### src/rtl/scanIrqPkg.sv
package scanIrqPkg;

  // Register select codes after upstream address decode.
  localparam logic [1:0] SEL_RELOAD_LO = 2'd0;
  localparam logic [1:0] SEL_RELOAD_HI = 2'd1;
  localparam logic [1:0] SEL_CONTROL   = 2'd2;
  localparam logic [1:0] SEL_ACK       = 2'd3;

  // Control byte bit positions.
  localparam int CTL_AUTO_BIT = 0;
  localparam int CTL_EN_BIT   = 1;
  localparam int CTL_MODE_BIT = 2;

  // Strobes from control to datapath.
  typedef struct packed {
    logic loadCnt;    // arm: counter <= reload, prescaler <= line length
    logic advance;    // one accepted CPU cycle while enabled
    logic cycleMode;  // 1: clock counter per CPU cycle
  } dpCmdT;

endpackage

### src/rtl/scanIrqCtrl.sv
module scanIrqCtrl
  import scanIrqPkg::*;
#(
  parameter int CNT_W  = 8,
  parameter int DATA_W = 8
) (
  input  logic              clk,
  input  logic              rstN,
  input  logic              cpuTick,
  input  logic              wrEn,
  input  logic [1:0]        wrSel,
  input  logic [DATA_W-1:0] wrData,
  input  logic              timerFitted,
  input  logic              wrapPulse,
  output dpCmdT             dpCmd,
  output logic [CNT_W-1:0]  reloadVal,
  output logic              irqOut
);

  localparam int HALF_W = CNT_W / 2;

  logic             wrOk;
  logic [CNT_W-1:0] reloadQ;
  logic             modeQ;
  logic             autoQ;
  logic             enableQ;
  logic             pendQ;

  assign wrOk = wrEn & timerFitted;

  always_ff @(posedge clk or negedge rstN) begin
    if (!rstN) begin
      reloadQ <= '0;
      modeQ   <= 1'b0;
      autoQ   <= 1'b0;
      enableQ <= 1'b0;
      pendQ   <= 1'b0;
    end else if (wrOk) begin
      unique case (wrSel)
        SEL_RELOAD_LO: reloadQ[HALF_W-1:0]     <= wrData[HALF_W-1:0];
        SEL_RELOAD_HI: reloadQ[CNT_W-1:HALF_W] <= wrData[CNT_W-HALF_W-1:0];
        SEL_CONTROL: begin
          modeQ   <= wrData[CTL_MODE_BIT];
          autoQ   <= wrData[CTL_AUTO_BIT];
          enableQ <= wrData[CTL_EN_BIT];
          pendQ   <= 1'b0;
        end
        default: begin
          pendQ   <= 1'b0;
          enableQ <= autoQ;
        end
      endcase
    end else if (wrapPulse) begin
      pendQ <= 1'b1;
    end
  end

  always_comb begin
    dpCmd.loadCnt   = wrOk && (wrSel == SEL_CONTROL) && wrData[CTL_EN_BIT];
    dpCmd.advance   = timerFitted && cpuTick && enableQ && !wrEn;
    dpCmd.cycleMode = modeQ;
  end

  assign reloadVal = reloadQ;
  assign irqOut    = pendQ & enableQ;

endmodule

### src/rtl/scanIrqDatapath.sv
module scanIrqDatapath
  import scanIrqPkg::*;
#(
  parameter int CNT_W     = 8,
  parameter int LINE_DOTS = 341,
  parameter int DOT_STEP  = 3
) (
  input  logic             clk,
  input  logic             rstN,
  input  dpCmdT            dpCmd,
  input  logic [CNT_W-1:0] reloadVal,
  output logic             wrapPulse,
  output logic [CNT_W-1:0] cntVal
);

  localparam int PRE_W = $clog2(LINE_DOTS + 1) + 1;
  localparam logic signed [PRE_W-1:0] LINE_S = PRE_W'(LINE_DOTS);
  localparam logic signed [PRE_W-1:0] STEP_S = PRE_W'(DOT_STEP);

  logic signed [PRE_W-1:0] preQ;
  logic signed [PRE_W-1:0] preDec;
  logic                    lineDone;
  logic                    cntClock;
  logic [CNT_W-1:0]        cntQ;

  always_comb begin
    preDec    = preQ - STEP_S;
    lineDone  = preDec[PRE_W-1] || (preDec == '0);
    cntClock  = dpCmd.advance && (dpCmd.cycleMode || lineDone);
    wrapPulse = cntClock && (&cntQ);
  end

  always_ff @(posedge clk or negedge rstN) begin
    if (!rstN) begin
      preQ <= '0;
      cntQ <= '0;
    end else if (dpCmd.loadCnt) begin
      preQ <= LINE_S;
      cntQ <= reloadVal;
    end else if (dpCmd.advance) begin
      if (!dpCmd.cycleMode) begin
        preQ <= lineDone ? preDec + LINE_S : preDec;
      end
      if (cntClock) begin
        cntQ <= wrapPulse ? reloadVal : cntQ + 1'b1;
      end
    end
  end

  assign cntVal = cntQ;

endmodule

### src/rtl/scanIrqTimer.sv
module scanIrqTimer
  import scanIrqPkg::*;
#(
  parameter int CNT_W     = 8,
  parameter int DATA_W    = 8,
  parameter int LINE_DOTS = 341,
  parameter int DOT_STEP  = 3
) (
  input  logic              clk,
  input  logic              rstN,
  input  logic              cpuTick,
  input  logic              wrEn,
  input  logic [1:0]        wrSel,
  input  logic [DATA_W-1:0] wrData,
  input  logic              timerFitted,
  output logic              irqOut
);

  dpCmdT            dpCmd;
  logic             wrapPulse;
  logic [CNT_W-1:0] reloadVal;
  logic [CNT_W-1:0] cntVal;

  scanIrqCtrl #(
    .CNT_W (CNT_W),
    .DATA_W(DATA_W)
  ) uCtrl (
    .clk        (clk),
    .rstN       (rstN),
    .cpuTick    (cpuTick),
    .wrEn       (wrEn),
    .wrSel      (wrSel),
    .wrData     (wrData),
    .timerFitted(timerFitted),
    .wrapPulse  (wrapPulse),
    .dpCmd      (dpCmd),
    .reloadVal  (reloadVal),
    .irqOut     (irqOut)
  );

  scanIrqDatapath #(
    .CNT_W    (CNT_W),
    .LINE_DOTS(LINE_DOTS),
    .DOT_STEP (DOT_STEP)
  ) uDp (
    .clk      (clk),
    .rstN     (rstN),
    .dpCmd    (dpCmd),
    .reloadVal(reloadVal),
    .wrapPulse(wrapPulse),
    .cntVal   (cntVal)
  );

endmodule

### config.mk
export PLATFORM = sky130hd
export DESIGN_NAME = scanIrqTimer
export DESIGN_NICKNAME = d
export VERILOG_FILES = /design/src/rtl/scanIrqPkg.sv /design/src/rtl/scanIrqCtrl.sv /design/src/rtl/scanIrqDatapath.sv /design/src/rtl/scanIrqTimer.sv
export SDC_FILE = /design/constraint.sdc
export NUM_CORES = 1
export LEC_CHECK = 0
export BUFFER_PORTS_ARGS = -buffer_cell sky130_fd_sc_hd__buf_2
export CORE_MARGIN = 4
export CORE_UTILIZATION = 40
export DETAILED_ROUTE_END_ITERATION = 16
export PLACE_DENSITY_LB_ADDON = 0.3
export SLEW_MARGIN = 20
export SYNTH_ARGS = -nofsm -noshare
export SYNTH_HDL_FRONTEND = slang
export SYNTH_HIERARCHICAL = 1
export SYNTH_SLANG_ARGS = --single-unit
### constraint.sdc
create_clock -name clk -period 2.75 [get_ports clk]
set_input_delay 0.1375 -clock clk [delete_from_list [all_inputs] [get_ports clk]]
set_output_delay 0.1375 -clock clk [all_outputs]
set_load 0.02 [all_outputs]
==> impl_metrics.json <==
{
  "outcome": "finished clean",
  "path_cells": "ha_2 -> a2111oi_4 -> a21boi_2 -> or2_4 -> o31ai_4 -> buf_4 -> nor4_1 -> a311o_1",
  "worstSetupPathType": "flop to flop",
  "relSlewSlack_pct": 54.0,
  "synth_top_area_share_pct": 33.1,
  "setup_slack_ns": 0.177,
  "fillers": 512,
  "r2r_cells": 8,
  "rows": 27,
  "critPathMaxStageDelay_ns": 0.46,
  "cts_tree": "built",
  "nets": 292,
  "crit_path_start": "uDp/preQ[1]",
  "core_um2": 5510,
  "wl_per_cell_um": 15.3,
  "drt.antenna.violating_nets": 0,
  "die_y_um": 83.3,
  "yosysSeqAreaShare_pct": 33.1,
  "diodes": 0,
  "synth_area_leaders": "dfrtp_1 33%, mux2_2 5.0%, nand2_1 3.1%",
  "drtPass1Iterations": 4,
  "die_w_um": 83.3,
  "grt_max_degree": 31,
  "ys_ff_latch": 30,
  "floorplan.initialDensity_pct": 41.2,
  "numCtsBuffers": 5,
  "async_flop_share_pct": 100,
  "drc": 0,
  "synth_cells": 246,
  "hold_path.class": "input pin to flop",
  "rsz0062_at_grt": "false",
  "io_pins": 16,
  "drt_iter0_drc": 126,
  "path_max_fanout": 8,
  "r2r_end": "uDp/cntVal[0]",
  "synthFlopType": "dfrtp_1",
  "power_frac_seq_pct": 32.1,
  "clock_latency_ns": 0.29,
  "yosysWarnings": 6,
  "synth_cell_type_count": 70,
  "synth_common_cells": "30 x dfrtp_1, 19 x nand2_1, 17 x nor2_1",
  "antenna_found_initial": 0,
  "place.gp.congestion": 0.824,
  "place_area_um2": 2480,
  "cts.sinks": 30,
  "worstMarginPinSlew_ns": 0.690,
  "power_density_nw_per_um2": 907,
  "track_usage_pct": 16.0,
  "htree_levels": 2,
  "hold_viol": 0,
  "post_drt_via_cell_ratio": 5.77,
  "whs_ns": 0.102,
  "critical_path.top_delay_family": "compound AO/OA/AOI/OAI gates",
  "r2r_start": "uDp/preQ[1]",
  "fin_tns_setup_ns": 0,
  "grt_pass1_vias": 1919,
  "p_clk_share_pct": 19.6,
  "yosysTopAreaCell": "dfrtp_1",
  "area_growth_pct": 16.0,
  "vdd_drop_max_v": 0.000442,
  "overflow": 0,
  "io_buffers": 11,
  "pre_cts_ws_ns": 0.0811,
  "grt_pass1_wl_mm": 9.16,
  "synth_area_per_cell_um2": 9.22,
  "syn_area_um2": 2270,
  "drt-total-wl_mm": 5.28,
  "maxCapViolCount": 0,
  "clock_skew_ns": 0.00978,
  "hp-start": "wrData[3]",
  "vias": 1992,
  "p_int_mw": 1.42,
  "cp_num_buf_inv": 1,
  "crit_path_end_kind": "flop",
  "synth_edf_count": 0,
  "max_freq_mhz": 389,
  "final_area_um2": 2630,
  "cts-root-buf": "clkbuf_8",
  "clk_pin_slew_ns": 0.07,
  "synth_nets": 265,
  "dieArea_um2": 6940,
  "setup.worst_path.end": "uDp/cntVal[0]",
  "leakage_nw": 1.09,
  "p_sw_mw": 0.962,
  "slowest_stage": "a2111oi_4",
  "cts_max_path_buffers": 2,
  "r2r_setup_slack_ns": 0.18,
  "crit_arrival_ns": 2.74,
  "cp.required_ns": 2.91,
  "min_period_ns": 2.57,
  "dpl.hpwl_mm": 3.87,
  "worst-path-stages": 8,
  "setup_viol_count_final": 0,
  "start_kind": "flop",
  "period_share_pct": 93.6,
  "yosysMostFrequentCell": "dfrtp_1",
  "pwr-share-comb_pct": 48.2,
  "slew_violations": 0,
  "drive_gt1_share_pct": 25.3,
  "switching_share_pct": 40.3
}
[cells in the final DEF, fill, tap and decap left out, drive strengths merged, types with 6 or more instances in the layout]
cell type / synthesis / final
nand3: 12 / 12
nand2: 19 / 19
buf: 7 / 35
dfrtp: 30 / 30
o21ai: 8 / 8
clkbuf: 9 / 6
nor3: 8 / 8
mux2: 11 / 11
a21oi: 13 / 13
inv: 9 / 9
nor2: 17 / 17
[area by class of cell]
type / instances / area (um^2) / share of cell area, %
multi-input cells: 191 / 1400 / 53.1
flip-flops and latches: 30 / 752 / 28.6
repair buffers: 36 / 245 / 9.32
well taps: 72 / 90.1 / 3.43
clock buffers: 6 / 82.6 / 3.14
inverters: 9 / 33.8 / 1.28
clock inverters: 1 / 30.0 / 1.14
[sequential cells by signal, summed over array words and instances (netlist names)]
signal,count
uCtrl/modeQ,1
uCtrl/pendQ,1
uDp/cntVal,8
uCtrl/reloadVal,8
uCtrl/enableQ,1
uDp/preQ,10
uCtrl/autoQ,1
[worst register-to-register path: stages, from the launching register on]
cell and delay (ns):
dfrtp_1 0.39, ha_2 0.25, a2111oi_4 0.46, a21boi_2 0.10, or2_4 0.31, o31ai_4 0.38
buf_4 0.20, nor4_1 0.04, a311o_1 0.32
[cells by family after synthesis]
| family | Yosys count | share of synthesized area (%) |
|---|---|---|
| buffers and inverters | 25 | 5.52 |
| multiplexers | 14 | 6.79 |
| XOR/XNOR | 6 | 2.32 |
| AND/OR/NAND/NOR | 101 | 26.2 |
| flip-flops | 30 | 33.1 |
| adder cells (fa/ha/maj) | 4 | 2.21 |
| AO/OA/AOI/OAI | 66 | 23.8 |
[per-layer routing]
layer	global-route usage, %	wire length, um
met1	21.5	2470
met2	25.7	2510
met3	3.97	257
met4	3.71	39
met5	0	0
[power groups by stage]
stage | registers, mW | logic (mW) | clock network (mW)
after floorplan | 0.714 | 0.838 | 0
after global placement | 0.767 | 1.10 | 0
after detailed placement | 0.769 | 1.12 | 0
after CTS | 0.763 | 1.12 | 0.480
after global routing | 0.788 | 1.28 | 0.499
final | 0.767 | 1.15 | 0.468
[through the flow]
step	utilization [%]	power [mW]	instances
finish	47.8	2.39	345
global route	47.8	2.57	345
CTS	47.2	2.37	342
detailed placement	45.0	1.88	334
global placement	45.0	1.87	334
floorplan	-	1.55	246
[worst min path at each step]
stage / slack, ns / cells after the start / endpoint
global placement: 0.23 / 1 / uDp/preQ[5]
global route: 0.10 / 2 / uCtrl/reloadVal[3]
floorplan: -0.16 / 0 / uCtrl/autoQ
detailed placement: 0.23 / 1 / uDp/preQ[5]
finish: 0.10 / 2 / uCtrl/reloadVal[3]
CTS: 0.09 / 2 / uCtrl/reloadVal[3]
[repair_timing]
| item | in CTS | in global routing |
|---|---|---|
| gates resized for setup | 0 | 3 |
| endpoints found under the setup margin | 0 | 5 |
| hold buffers | 1 | 0 |
| buffers inserted | 0 | 3 |
| hold endpoints to repair | 30 | 0 |
Power figures use the tool's default switching activity.
